File: src/rtl/flg_pkg.sv
package flg_pkg;
  localparam logic [7:0] OPC_PGWR   = 8'h01;
  localparam logic [7:0] OPC_PGER   = 8'h02;
  localparam logic [7:0] OPC_LOCK   = 8'h03;
  localparam logic [7:0] OPC_UNLOCK = 8'h04;
  localparam logic [7:0] OPC_SETSEC = 8'h05;
  localparam logic [7:0] OPC_CHIPER = 8'h06;
  localparam logic [7:0] OPC_GPWR   = 8'h07;
  localparam logic [7:0] OPC_GPRD   = 8'h08;

  localparam logic [1:0] REG_CTRL = 2'd0;
  localparam logic [1:0] REG_CMD  = 2'd1;
  localparam logic [1:0] REG_STAT = 2'd2;
  localparam logic [1:0] REG_PROT = 2'd3;

  typedef enum logic [1:0] {JOB_PROG, JOB_ERASE, JOB_CHIP} job_e;
  typedef enum logic [2:0] {STP_IDLE, STP_PROG, STP_ERASE, STP_VMCLR, STP_ERALL, STP_SECCLR} step_e;
endpackage

File: src/rtl/flg_lockbank.sv
module flg_lockbank #(
  parameter int PAGES = 256,
  parameter int REGIONS = 16,
  parameter logic [REGIONS-1:0] LOCK_INIT = '0,
  localparam int PG_W = $clog2(PAGES),
  localparam int RG_W = $clog2(REGIONS)
) (
  input  logic              clk,
  input  logic              rst_n,
  input  logic              set_en,
  input  logic              clr_en,
  input  logic [RG_W-1:0]   reg_idx,
  input  logic [PG_W-1:0]   page,
  input  logic [PG_W:0]     boot_cnt,
  output logic [REGIONS-1:0] locks,
  output logic              viol
);
  localparam int SH = PG_W - RG_W;

  logic [RG_W-1:0] page_reg;
  assign page_reg = RG_W'(page >> SH);

  for (genvar g = 0; g < REGIONS; g++) begin : g_lock
    always_ff @(posedge clk or negedge rst_n) begin
      if (!rst_n) locks[g] <= LOCK_INIT[g];
      else if (set_en && reg_idx == RG_W'(g)) locks[g] <= 1'b1;
      else if (clr_en && reg_idx == RG_W'(g)) locks[g] <= 1'b0;
    end
  end

  assign viol = locks[page_reg] | ({1'b0, page} < boot_cnt);
endmodule

File: src/rtl/flg_seq.sv
module flg_seq
  import flg_pkg::*;
#(
  parameter int STEP_CYC = 4
) (
  input  logic  clk,
  input  logic  rst_n,
  input  logic  start,
  input  job_e  job_in,
  output logic  busy,
  output step_e step,
  output logic  first,
  output logic  finish,
  output job_e  job
);
  localparam int CW = $clog2(STEP_CYC + 1);

  logic          busy_q;
  job_e          job_q;
  logic [1:0]    idx_q;
  logic [CW-1:0] cnt_q;
  logic          last, step_end;

  assign last     = (job_q == JOB_CHIP) ? (idx_q == 2'd2) : 1'b1;
  assign step_end = busy_q && (cnt_q == CW'(STEP_CYC - 1));
  assign finish   = step_end && last;
  assign first    = busy_q && (cnt_q == '0);
  assign busy     = busy_q;
  assign job      = job_q;

  always_ff @(posedge clk or negedge rst_n) begin
    if (!rst_n) begin
      busy_q <= 1'b0;
      job_q  <= JOB_PROG;
      idx_q  <= '0;
      cnt_q  <= '0;
    end else if (start && !busy_q) begin
      busy_q <= 1'b1;
      job_q  <= job_in;
      idx_q  <= '0;
      cnt_q  <= '0;
    end else if (busy_q) begin
      if (step_end) begin
        cnt_q <= '0;
        if (last) busy_q <= 1'b0;
        else      idx_q  <= idx_q + 2'd1;
      end else begin
        cnt_q <= cnt_q + CW'(1);
      end
    end
  end

  always_comb begin
    step = STP_IDLE;
    if (busy_q) begin
      unique case (job_q)
        JOB_PROG:  step = STP_PROG;
        JOB_ERASE: step = STP_ERASE;
        default: begin
          if (idx_q == 2'd0)      step = STP_VMCLR;
          else if (idx_q == 2'd1) step = STP_ERALL;
          else                    step = STP_SECCLR;
        end
      endcase
    end
  end
endmodule

File: src/rtl/flash_guard.sv
module flash_guard
  import flg_pkg::*;
#(
  parameter int PAGES = 256,
  parameter int REGIONS = 16,
  parameter int GP_BITS = 16,
  parameter int STEP_CYC = 4,
  parameter logic [REGIONS-1:0] LOCK_INIT = '0,
  localparam int PG_W = $clog2(PAGES),
  localparam int RG_W = $clog2(REGIONS),
  localparam int GI_W = $clog2(GP_BITS)
) (
  input  logic            clk,
  input  logic            rst_n,
  input  logic            bus_sel,
  input  logic            bus_wr,
  input  logic [3:0]      bus_addr,
  input  logic [31:0]     bus_wdata,
  output logic [31:0]     bus_rdata,
  output logic            busy,
  output logic [PG_W-1:0] fl_page,
  output logic            fl_prog,
  output logic            fl_erase,
  output logic            fl_erase_all,
  output logic            vm_clear,
  output logic            sec_clear,
  output logic            irq_rdy,
  output logic            irq_err
);
  localparam int BT_W = PG_W + 1;

  logic [1:0]  widx;
  logic        wr_ctrl, wr_cmd, wr_stat, accept;
  logic [7:0]  opc;
  logic [15:0] arg;
  assign widx    = bus_addr[3:2];
  assign wr_ctrl = bus_sel && bus_wr && widx == REG_CTRL;
  assign wr_cmd  = bus_sel && bus_wr && widx == REG_CMD;
  assign wr_stat = bus_sel && bus_wr && widx == REG_STAT;
  assign accept  = wr_cmd && !busy;
  assign opc     = bus_wdata[7:0];
  assign arg     = bus_wdata[23:8];

  logic            en_rdy_q, en_err_q, sec_q, done_q, lerr_q, perr_q, rdbit_q;
  logic [BT_W-1:0] boot_q;
  logic [GP_BITS-1:0] gp_q;
  logic [PG_W-1:0] page_q;
  logic [REGIONS-1:0] lock_q;

  // command decode
  logic known, is_page, is_chip, viol, start, imm_ok;
  job_e job_sel;
  always_comb begin
    known   = (opc >= OPC_PGWR) && (opc <= OPC_GPRD);
    is_page = (opc == OPC_PGWR) || (opc == OPC_PGER);
    is_chip = (opc == OPC_CHIPER);
    job_sel = is_chip ? JOB_CHIP : (opc == OPC_PGER) ? JOB_ERASE : JOB_PROG;
  end
  assign start  = accept && (is_chip || (is_page && !viol));
  assign imm_ok = accept && known && !is_page && !is_chip;

  flg_lockbank #(.PAGES(PAGES), .REGIONS(REGIONS), .LOCK_INIT(LOCK_INIT)) u_locks (
    .clk      (clk),
    .rst_n    (rst_n),
    .set_en   (accept && opc == OPC_LOCK),
    .clr_en   (accept && opc == OPC_UNLOCK),
    .reg_idx  (arg[RG_W-1:0]),
    .page     (arg[PG_W-1:0]),
    .boot_cnt (boot_q),
    .locks    (lock_q),
    .viol     (viol)
  );

  step_e step;
  job_e  job_run;
  logic  first, finish;
  flg_seq #(.STEP_CYC(STEP_CYC)) u_seq (
    .clk    (clk),
    .rst_n  (rst_n),
    .start  (start),
    .job_in (job_sel),
    .busy   (busy),
    .step   (step),
    .first  (first),
    .finish (finish),
    .job    (job_run)
  );

  // strobes open each step
  assign fl_prog      = first && step == STP_PROG;
  assign fl_erase     = first && step == STP_ERASE;
  assign vm_clear     = first && step == STP_VMCLR;
  assign fl_erase_all = first && step == STP_ERALL;
  assign sec_clear    = first && step == STP_SECCLR;
  assign fl_page      = page_q;

  always_ff @(posedge clk or negedge rst_n) begin
    if (!rst_n) begin
      en_rdy_q <= 1'b0;
      en_err_q <= 1'b0;
      boot_q   <= '0;
      page_q   <= '0;
    end else begin
      if (wr_ctrl) begin
        en_rdy_q <= bus_wdata[0];
        en_err_q <= bus_wdata[1];
        if (!sec_q) boot_q <= bus_wdata[8 +: BT_W];
      end
      if (start) page_q <= arg[PG_W-1:0];
    end
  end

  always_ff @(posedge clk or negedge rst_n) begin
    if (!rst_n) begin
      sec_q   <= 1'b0;
      gp_q    <= '0;
      rdbit_q <= 1'b0;
    end else begin
      if (accept && opc == OPC_SETSEC) sec_q <= 1'b1;
      if (finish && job_run == JOB_CHIP) sec_q <= 1'b0;
      if (accept && opc == OPC_GPWR) gp_q[arg[GI_W-1:0]] <= arg[15];
      if (accept && opc == OPC_GPRD) rdbit_q <= gp_q[arg[GI_W-1:0]];
    end
  end

  always_ff @(posedge clk or negedge rst_n) begin
    if (!rst_n) begin
      done_q <= 1'b0;
      lerr_q <= 1'b0;
      perr_q <= 1'b0;
    end else begin
      if (wr_stat) begin
        if (bus_wdata[0]) done_q <= 1'b0;
        if (bus_wdata[1]) lerr_q <= 1'b0;
        if (bus_wdata[2]) perr_q <= 1'b0;
      end
      if (accept && !known) perr_q <= 1'b1;
      if (accept && is_page && viol) lerr_q <= 1'b1;
      if (imm_ok || finish) done_q <= 1'b1;
    end
  end

  assign irq_rdy = en_rdy_q && done_q;
  assign irq_err = en_err_q && (lerr_q || perr_q);

  always_comb begin
    bus_rdata = '0;
    unique case (widx)
      REG_CTRL: begin
        bus_rdata[0] = en_rdy_q;
        bus_rdata[1] = en_err_q;
        bus_rdata[8 +: BT_W] = boot_q;
      end
      REG_STAT: bus_rdata[5:0] = {rdbit_q, sec_q, busy, perr_q, lerr_q, done_q};
      REG_PROT: begin
        bus_rdata[REGIONS-1:0] = lock_q;
        bus_rdata[16 +: GP_BITS] = gp_q;
      end
      default: bus_rdata = '0;
    endcase
  end
endmodule

File: config.mk
export PLATFORM = sky130hd
export DESIGN_NAME = flash_guard
export DESIGN_NICKNAME = d
export VERILOG_FILES = /design/src/rtl/flg_pkg.sv /design/src/rtl/flg_lockbank.sv /design/src/rtl/flg_seq.sv /design/src/rtl/flash_guard.sv
export SDC_FILE = /design/constraint.sdc
export NUM_CORES = 1
export LEC_CHECK = 0
export BUFFER_PORTS_ARGS = -buffer_cell sky130_fd_sc_hd__buf_2
export CELL_PAD_IN_SITES_DETAIL_PLACEMENT = 1
export CELL_PAD_IN_SITES_GLOBAL_PLACEMENT = 1
export CORE_MARGIN = 2
export CORE_UTILIZATION = 41
export DETAILED_ROUTE_END_ITERATION = 12
export GPL_TIMING_DRIVEN = 0
export PLACE_DENSITY = 0.82
export RECOVER_POWER = 50
export SETUP_SLACK_MARGIN = 0.5
export SYNTH_ARGS = -nofsm -noshare
export SYNTH_HDL_FRONTEND = slang
export SYNTH_SLANG_ARGS = --single-unit
File: constraint.sdc
create_clock -name clk -period 3.35 [get_ports clk]
set_clock_uncertainty 0.2 [all_clocks]
set_input_delay 0 -clock clk [delete_from_list [all_inputs] [get_ports clk]]
set_output_delay 0 -clock clk [all_outputs]
set_load 0.05 [all_outputs]
-- Word level (Yosys, flattened, before mapping)
Cells that the tools add are included.
- ROM bits: 0
- register bits: 64
- bits in writable memories: 0
- memories kept: 0
- output and inout port bits: 48
- bits in latches: 0
- logic and storage cells: 258
- div/mod/pow operators: 0
- $mul: 0
- shifts and indexed selects: 0
- reductions and logical operators: 108
- add/subtract/negate cells: 2
- bitwise gates (word level): 2
- $lt $le $gt $ge: 6
- equality and inequality tests: 37
- muxes and demuxes: 73
- operators with widths (kind ; number):
    1-bit logical AND ; 64
    1-bit two-way mux ; 53
    2-bit nonzero test ; 25
    4-bit equality test (second input constant) ; 8
    8-bit by 3-bit equality test with 1-bit output (second input constant) ; 4
    9-bit case mux with 2 select lines ; 1
    16-bit bitwise mux ; 1
    4-bit by 3-bit equality test with 1-bit output (second input constant) ; 4
    8-bit by 2-bit equality test with 1-bit output (second input constant) ; 2
    15-bit two-way mux ; 1
    3-bit two-way mux ; 5
    2-bit two-way mux ; 6
    4-bit by 5-bit less-than comparator with 1-bit output (second input constant) ; 2
    3-bit by 2-bit equality test with 1-bit output (second input constant) ; 3
    8-bit by 9-bit less-than comparator with 1-bit output ; 1
    1-bit binary-select mux with 4-bit select ; 2
    2-bit equality test (second input constant) ; 4
    4-bit by 2-bit equality test with 1-bit output (second input constant) ; 2
    8-bit by 1-bit equality test with 1-bit output (second input constant) ; 1
    8-bit by 4-bit equality test with 1-bit output (second input constant) ; 1
    8-bit by 1-bit >= comparator with 1-bit output (second input constant) ; 1
    8-bit by 4-bit <= comparator with 1-bit output (second input constant) ; 1
    4-bit case mux with 2 select lines ; 1
    2-bit AND reduction ; 4
    19 further kinds ; 31

-- Depth between registers and ports, before layout
Gate-level depths: netlist of the first run.
- depth after elaboration: 10
- gate-level depth with buffers: 8
- gate-level depth less buffers: 7

-- Modules after synthesis
A second synthesis of the first run with hierarchy kept.
- cell total of the unflattened synthesis: 371
- area, all modules: 3838.7 um^2
- modules (own cells, without submodules) (module ; cells each ; area each (um^2) ; seq. area each (um^2) ; times used):
    flash_guard ; 228 ; 2396.0 ; 1001.0 ; 1
    flg_lockbank ; 96 ; 973.4 ; 400.4 ; 1
    flg_seq ; 47 ; 469.2 ; 200.2 ; 1

-- Worst setup path after synthesis of the first run
Ideal clock, no wire load.
- path kind: register to output
- from: register u_seq.busy_q (netlist: u_seq.busy)
- to: output vm_clear
- arrival time: 2.320 ns
- path slack: 0.830 ns
- cell stages (with the launch flop): 4
- cells stage by stage: dfrtp_1 > clkbuf_1 > nand4b_1 > nor3b_1
- cells in the longest elaborated chain, start to end: 3
- elaborated cells on any way between the ends: 4
- those cells by class: eq/ne (1); mux (1); reduce/logical (2)
- ends and longest elaborated chain (item ; RTL line ; text):
    start: declaration ; flg_seq.sv:18 ; logic busy_q;
    start signal: assignment ; flg_seq.sv:33 ; busy_q <= 1'b0;
    start signal: assignment ; flg_seq.sv:38 ; busy_q <= 1'b1;
    start signal: assignment ; flg_seq.sv:45 ; if (last) busy_q <= 1'b0;
    3-bit two-way mux ; flg_seq.sv:55 ; if (busy_q) begin
    3-bit by 2-bit equality test with 1-bit output ; flash_guard.sv:92 ; assign vm_clear = first && step == STP_VMCLR;
    1-bit logical AND (*) ; flash_guard.sv:92 ;
    end: declaration ; flash_guard.sv:25 ; output logic vm_clear,
Mark *: on every way between the ends. The rest lies on a longest branch, timed or not.

-- Worst setup path after layout of the first run
- from: input bus_wdata[0]
- to: register perr_q
- cells in the longest elaborated chain, start to end: 6
- elaborated cells on any way between the ends: 9
- those cells by class: order compare (2); mux (1); reduce/logical (6)
- ends and longest elaborated chain (item ; RTL line ; text):
    start: declaration ; flash_guard.sv:18 ; input logic [31:0] bus_wdata,
    8-bit by 1-bit >= comparator with 1-bit output / 8-bit by 4-bit <= comparator with 1-bit output (equally long branches) ; flash_guard.sv:54 ; known = (opc >= OPC_PGWR) && (opc <= OPC_GPRD);
    1-bit logical AND (*) ; flash_guard.sv:54 ;
    1-bit logical NOT (*) ; flash_guard.sv:137 ; if (accept && !known) perr_q <= 1'b1;
    1-bit logical AND (*) ; flash_guard.sv:137 ;
    2-bit nonzero test (no source line) ; n/a ;
    2-bit AND reduction (no source line) ; n/a ;
    end signal: assignment ; flash_guard.sv:130 ; perr_q <= 1'b0;
    end signal: assignment ; flash_guard.sv:135 ; if (bus_wdata[2]) perr_q <= 1'b0;
    end signal: assignment ; flash_guard.sv:137 ;
    end: declaration ; flash_guard.sv:44 ; logic en_rdy_q, en_err_q, sec_q, done_q, lerr_q, perr_q, rdbit_q;
Marks and branches as above.
A chain may end at the register's enable or synchronous reset.

==> impl_metrics.toml, run 1 <==
[run_status]
status = "finished with violations"
violations = "capacitance limit, slew limit"

[final_layout]
final_cell_mix = "dfrtp_1, buf_2, clkbuf_1, o21ai_0, nor2_1"
diodes = 0
nNetsFinal = 523
fillers = 1021
area_growth_pct = 23.29
drive_gt1_share_pct = 23.14
final_common_cell = "dfrtp_1"
seq_area_sq_mm = 0.001602
multi_input_area_sq_mm = 0.001994

[logic_synthesis]
ys_seq_elements = 64
synthArstFlopShare_pct = 100.0
synth-compound-area-share_pct = 12.40
synth-xor-area-share_pct = 0.4692
synth_edf_count = 0
syn_area_sq_mm = 0.003734
synthesis.nets = 421
yosys.area_share.simple_pct = 17.23
synth_flop_cell = "dfrtp_1"
ys_seq_area_share_pct = 42.90
synth.distinct_cells = 47
yosysWarnings = 0
synth_fa_ha_area_share_pct = 5.697
netlist_instances = 364
synth_top_family_by_area = "multiplexers"
syn_avg_cell_area_sq_um = 10.26
synthMuxAreaShare_pct = 17.49

[sta]
fin_crit_sh_pct = 82.99
rsz0062_at_grt = "no"
min_period_ps = 2780
maxSlewViolCount = 65
final_hold_viol_count = 0
finalSetupViolations = 0
setup_tns_ps = 0
max-slew-margin-rel_pct = -6.936
tightest_slew_ps = 1604
fin_hold_ws_ps = 166.4
max_freq_mhz = 359.7

[routing]
final_antenna_net_count = 0
vias = 3294
route.detailed.drc = 0
wl_per_cell_um = 19.34
drt-initial-drc-count = 161
dr.pass1.iters = 6
detail_route.vias_per_cell = 5.689
routed_wl_um = 11200

[floorplanning]
die_h_um = 99.43
io_pins = 88
core_region_area_sq_mm = 0.008763
die-area_sq_mm = 0.009885
die_x_um = 99.43
num_rows = 34
initial_core_util_pct = 42.60

[clock_tree]
clk-insertion-delay-late_ps = 340
cts_root_buf = "clkbuf_8"
path_clk_slew_ps = 70
tritoncts = "yes"
numCtsBuffers = 9
postCtsSetupBuffers = 0
clk_path_buf_depth = 2
cts_max_level = 3
cts_sinks = 64

[global_routing]
grt_util_met1_pct = 28.58
grt-ovfl-total = 0
grt_max_degree = 65
grt_pass1_vias = 3567
gr-usage-met3_pct = 4.849
grtUsageTotal_pct = 23.76
met2_usage_pct = 43.04
grt_busiest_layer = "met2"
grt_pass1_wl_um = 18170
antenna_found_initial = 0

[job]
cap_violations = 1

[critical_path]
endpoint_kind = "flop"
ff2ff_setup_slack_ps = 720
cp_common_cell = "dlygate4sd3_1"
cpPeakStageDelay_ps = 590
crit_chain = "dlygate4sd3_1, buf_2, clkbuf_1, nor3_1, xnor2_1, nor2_1, dlygate4sd3_1, o21ai_0, dlygate4sd3_1"
arrival_ps = 2860
crit_path_start_kind = "input pin"
crit_path_top_delay_cell = "dlygate4sd3_1"
critPathKind = "input pin to flop"
path_max_fanout = 10
required_ps = 3430

[placed_design]
gp_routability_congestion = 0.8824
port-buffer-count = 70
detailed_place_hpwl_um = 7827

[power_and_ir_drop]
internal_power_mw = 1.332
p_sw_mw = 0.5651
pwr-share-seq_pct = 45.4
powerDensity_mw_per_mm2 = 412.2
switching_share_pct = 29.78
pwr-share-clk_pct = 35.7
combPwrFrac_pct = 18.9
p_leak_nw = 2.136
ir_drop_v = 0.0001934

[hold_path]
hold_path_class = "input pin to flop"
## path summary, 6_finish.rpt
kind | startpoint | end | depth (start not counted)
setup / recovery | bus_wdata[0] | perr_q | 9
hold / removal | bus_wdata[10] | u_locks.locks[12] | 4
setup reg to reg | boot_q[6] | fl_page[7] | 8
hold reg to reg | fl_page[5] | fl_page[5] | 1
max in group asynchronous | rst_n | gp_q[4] | 2
min in group asynchronous | rst_n | u_seq.busy | 2
## metrics by stage
step	cells	instance area (sq um)	power [mW]	worst slack, ps	utilization [%]
4_1_cts	579	4631	1.904	552.2	52.84
5_1_grt	579	4603	1.983	503.8	52.53
3_5_place_dp	542	4222	1.205	585.4	48.17
2_1_floorplan	364	3734	1.079	830.3	-
3_3_place_gp	542	4219	1.183	649.9	48.14
6_report	579	4603	1.897	569.7	52.53
## layer usage
layer | wire, um | vias to the layer above | part of all wire (%)
li1 | - | 1518 | -
met1 | 4629 | 1666 | 41
met2 | 5844 | 94 | 52
met3 | 541 | 16 | 4.8
met4 | 183 | 0 | 1.6
met5 | 0 | - | 0
## area by class of cell
class,count,area share [%]
Multi-Input combinational cell,264,43.33
Sequential cell,64,34.79
Timing Repair Buffer,91,11.52
Clock buffer,13,3.452
Tap cell,108,2.936
Buffer,18,1.631
Inverter,18,1.468
Clock inverter,3,0.8698
## cell usage after synthesis, types with 2 or more instances
cell type | n | area [sq um]
nand2b_1 | 2 | 12.51
nor2_1 | 35 | 131.4
mux4_1 | 3 | 78.83
mux2i_1 | 3 | 30.03
mux2_2 | 31 | 349.1
and3_1 | 2 | 12.51
a21oi_1 | 5 | 25.02
clkbuf_1 | 16 | 60.06
a31o_2 | 2 | 17.52
nor3_1 | 5 | 25.02
a22oi_1 | 9 | 67.56
and2_1 | 19 | 118.9
nor3b_1 | 4 | 30.03
a22o_1 | 6 | 52.55
nand4b_1 | 2 | 17.52
inv_1 | 18 | 67.56
mux4_2 | 6 | 135.1
ha_1 | 17 | 212.7
nor2b_1 | 6 | 37.54
a31oi_1 | 2 | 12.51
a211oi_1 | 2 | 15.01
nand4_1 | 3 | 18.77
nand3_1 | 15 | 75.07
nand2_1 | 22 | 82.58
o21ai_0 | 39 | 195.2
dfrtp_1 | 64 | 1602
mux2_4 | 4 | 60.06
a222oi_1 | 2 | 20.02
nor4_1 | 2 | 12.51
## timing repair
| action | CTS | global route |
|---|---|---|
| endpoints found under the setup margin | 0 | 4 |
| endpoints found under the hold margin | 88 | 0 |
| resized for setup | 0 | 1 |
| hold buffers | 21 | 0 |
## critical path, delay by kind of cell
kind / cells / cell delay [ps]
AOI/OAI and AO/OA: 1 / 170
xor gates and xnor gates: 1 / 160
buffers and inverters: 5 / 2110
and+or+nand+nor: 2 / 430
## power groups by stage
stage | clock network [mW] | registers [mW] | logic (mW)
after floorplan | 0 | 0.864 | 0.215
after global placement | 0 | 0.868 | 0.315
after detailed placement | 0 | 0.872 | 0.333
after CTS | 0.690 | 0.858 | 0.356
after global routing | 0.724 | 0.865 | 0.393
final | 0.678 | 0.861 | 0.359
## kinds of logic (layout without fill, tap and decap cells)
family / after synthesis / count (layout)
adder cells (fa/ha/maj): 17 / 17
buffers and inverters: 36 / 143
XOR/XNOR: 2 / 2
multiplexers: 47 / 47
AND/OR/NAND/NOR: 124 / 124
AO/OA/AOI/OAI: 74 / 74
flip-flops: 64 / 64
## sequential cells by signal, summed over array words and instances (netlist names)
name / count
perr_q: 1
en_err_q: 1
u_seq.job: 2
u_seq.busy: 1
fl_page: 8
rdbit_q: 1
u_seq.idx_q: 2
sec_q: 1
en_rdy_q: 1
done_q: 1
u_locks.locks: 16
u_seq.cnt_q: 3
lerr_q: 1
boot_q: 9
gp_q: 16
(Power assumes the default switching activity.)
==> inputs of run 2 (changes only) <==
Settings changed: CORE_UTILIZATION 41 to 37, PLACE_DENSITY 0.82 to 0.79.
Clock period 3.35 ns to 2.5 ns, I/O delays scaled along.
==> run 2 against run 1 <==
The run ends with hold timing, capacitance limit, slew limit left; worst setup slack worse by 490 ps; sequential power is 34% higher; register-to-register slack worse by 640 ps; global-route usage is 0.46 points higher; cell area is 18% higher; core utilization is 3.1 points higher; sequential share of layout area is 5.3 points lower; cell count is 11% higher; critical path type is now flop to flop; critical endpoint is now u_seq.idx_q[1]; largest cell class unchanged; largest power group unchanged.
==> impl_metrics.toml, run 2 (same netlist as run 1, synthesis figures left out) <==
[critical_path]
ff2ff_path_depth = 7
arrival_ps = 2490
r2r_end = "u_seq.idx_q[1]"
path_max_fanout = 6
required_ps = 2560
r2r-start = "u_locks.locks[9]"
ff2ff_setup_slack_ps = 80
endpoint_kind = "flop"
critPathKind = "flop to flop"
crit_path_start_kind = "flop"

[hold_path]
hold_path_class = "input pin to flop"
hold_path_end = "perr_q"
whs_path_depth = 4
min_from = "bus_wdata[7]"

[power_and_ir_drop]
pwr-share-clk_pct = 30.7
powerDensity_mw_per_mm2 = 491.3
total_power_mw = 2.672
combPwrFrac_pct = 26.2
pwr-share-seq_pct = 43.2
p_sw_mw = 0.8887
ir_drop_v = 0.0002664
p_leak_nw = 2.409
switching_share_pct = 33.26
internal_power_mw = 1.784

[sta]
max-slew-margin-rel_pct = -10.28
maxSlewViolCount = 65
tightest_slew_ps = 1654
fin_crit_sh_pct = 97.00
fin_hold_ws_ps = -83.87
max_freq_mhz = 412.4
min_period_ps = 2425
rsz0062_at_grt = "yes"
finalSetupViolations = 0
final_hold_viol_count = 2

[clock_tree]
tritoncts = "yes"
postCtsHoldBufs = 18
cts_root_buf = "clkbuf_8"
cts_sinks = 64
numCtsBuffers = 9
clk-insertion-delay-late_ps = 360
cts_max_level = 3
path_clk_slew_ps = 80
clk_path_buf_depth = 2

[placed_design]
detailed_place_hpwl_um = 8080
gp_routability_congestion = 0.8124
port-buffer-count = 70
placed_area_sq_mm = 0.004385

[routing]
vias = 3578
wl_per_cell_um = 21.31
dr.pass1.iters = 4
final_antenna_net_count = 0
detail_route.vias_per_cell = 5.547
route.detailed.drc = 0
routed_wl_um = 13740
drt-initial-drc-count = 158

[final_layout]
reg_top3 = "gp_q (16), u_locks.locks (16), boot_q (9)"
diodes = 0
final_cell_mix = "dfrtp_1, buf_2, clkbuf_1, buf_4, mux2_4"
drive_gt1_share_pct = 42.19
final_util_pct = 55.65
final_cell_area_sq_mm = 0.005439
area_growth_pct = 45.68
final_common_cell = "dfrtp_1"
nNetsFinal = 564

[global_routing]
grt-ovfl-total = 0
grt_max_degree = 65
grt_pass1_wl_um = 20590
antenna_found_initial = 0
grt_pass1_vias = 3797
grtUsageTotal_pct = 24.22

[floorplanning]
io_pins = 88
die_x_um = 104.5
core_region_area_sq_mm = 0.009774
die_h_um = 104.5
num_rows = 36
die-area_sq_mm = 0.01091
initial_core_util_pct = 38.20

[run_status]
violations = "hold timing, capacitance limit, slew limit"
status = "finished with violations"

[job]
cap_violations = 1
==> run 2: cell types whose count changed in the layout (fill, tap and decap cells not counted), sizes merged <==
cell / change
clkbuf: -2
buf: +43
clkinv: +2
dlygate4sd3: -3
bufinv: -1
clkinvlp: +2
==> run 2: final cells by class <==
class                   count  area [sq um]
fillers                  1101          4335
inverters                  18         67.56
well taps                 133         166.4
clock buffers              10         137.6
multi-input cells         264          2401
clock inverters             6         35.03
flip-flops and latches     64          1603
repair buffers            132         917.1
plain buffers              18         111.4
==> run 2: timing repair <==
action	4_1_cts	5_1_grt
hold endpoints to repair	87	2
gates cloned	1	1
buffers inserted	27	15
resized for setup	52	78
pin swaps	17	23
endpoints found under the setup margin	52	56
==> run 2: worst max-delay path by stage <==
stage,to,depth (start not counted),slack [ps],start
floorplan,gp_q[11],6,200,u_seq.busy
global placement,fl_page[6],8,-30,boot_q[6]
detailed placement,fl_page[7],8,-100,boot_q[2]
CTS,fl_page[7],8,180,boot_q[6]
global route,u_seq.idx_q[0],9,9,boot_q[4]
finish,u_seq.idx_q[1],7,80,u_locks.locks[9]
==> run 2: power groups by stage <==
stage	Clock [mW]	Combinational [mW]	Sequential, mW
after floorplan	0	0.300	1.16
after global placement	0	0.438	1.16
after detailed placement	0	0.458	1.17
after CTS	0.827	0.554	1.14
after global routing	0.886	0.751	1.16
final	0.819	0.699	1.15
==> run 2: worst max-delay path: stages, from the launching register on <==
cell and delay (ps):
dfrtp_1 420, mux4_2 480, mux2i_1 190, mux2i_1 140
o31a_1 370, buf_6 170, buf_12 130, a31o_4 210
==> run 2: layer usage <==
layer	global-route usage, %	part of all wire, %
met3	5.138	5.3
met5	0	0
met4	9.170	2.8
met2	41.97	52
met1	29.43	40
==> run 2: per-stage QoR <==
stage | setup slack, ps | setup TNS [ps] | cells
finish | 75.12 | 0 | 645
global route | 8.758 | 0 | 645
CTS | 177.3 | 0 | 629
detailed placement | -95.88 | -373.9 | 567
global placement | -34.91 | -137.6 | 567
floorplan | 203.0 | 0 | 364
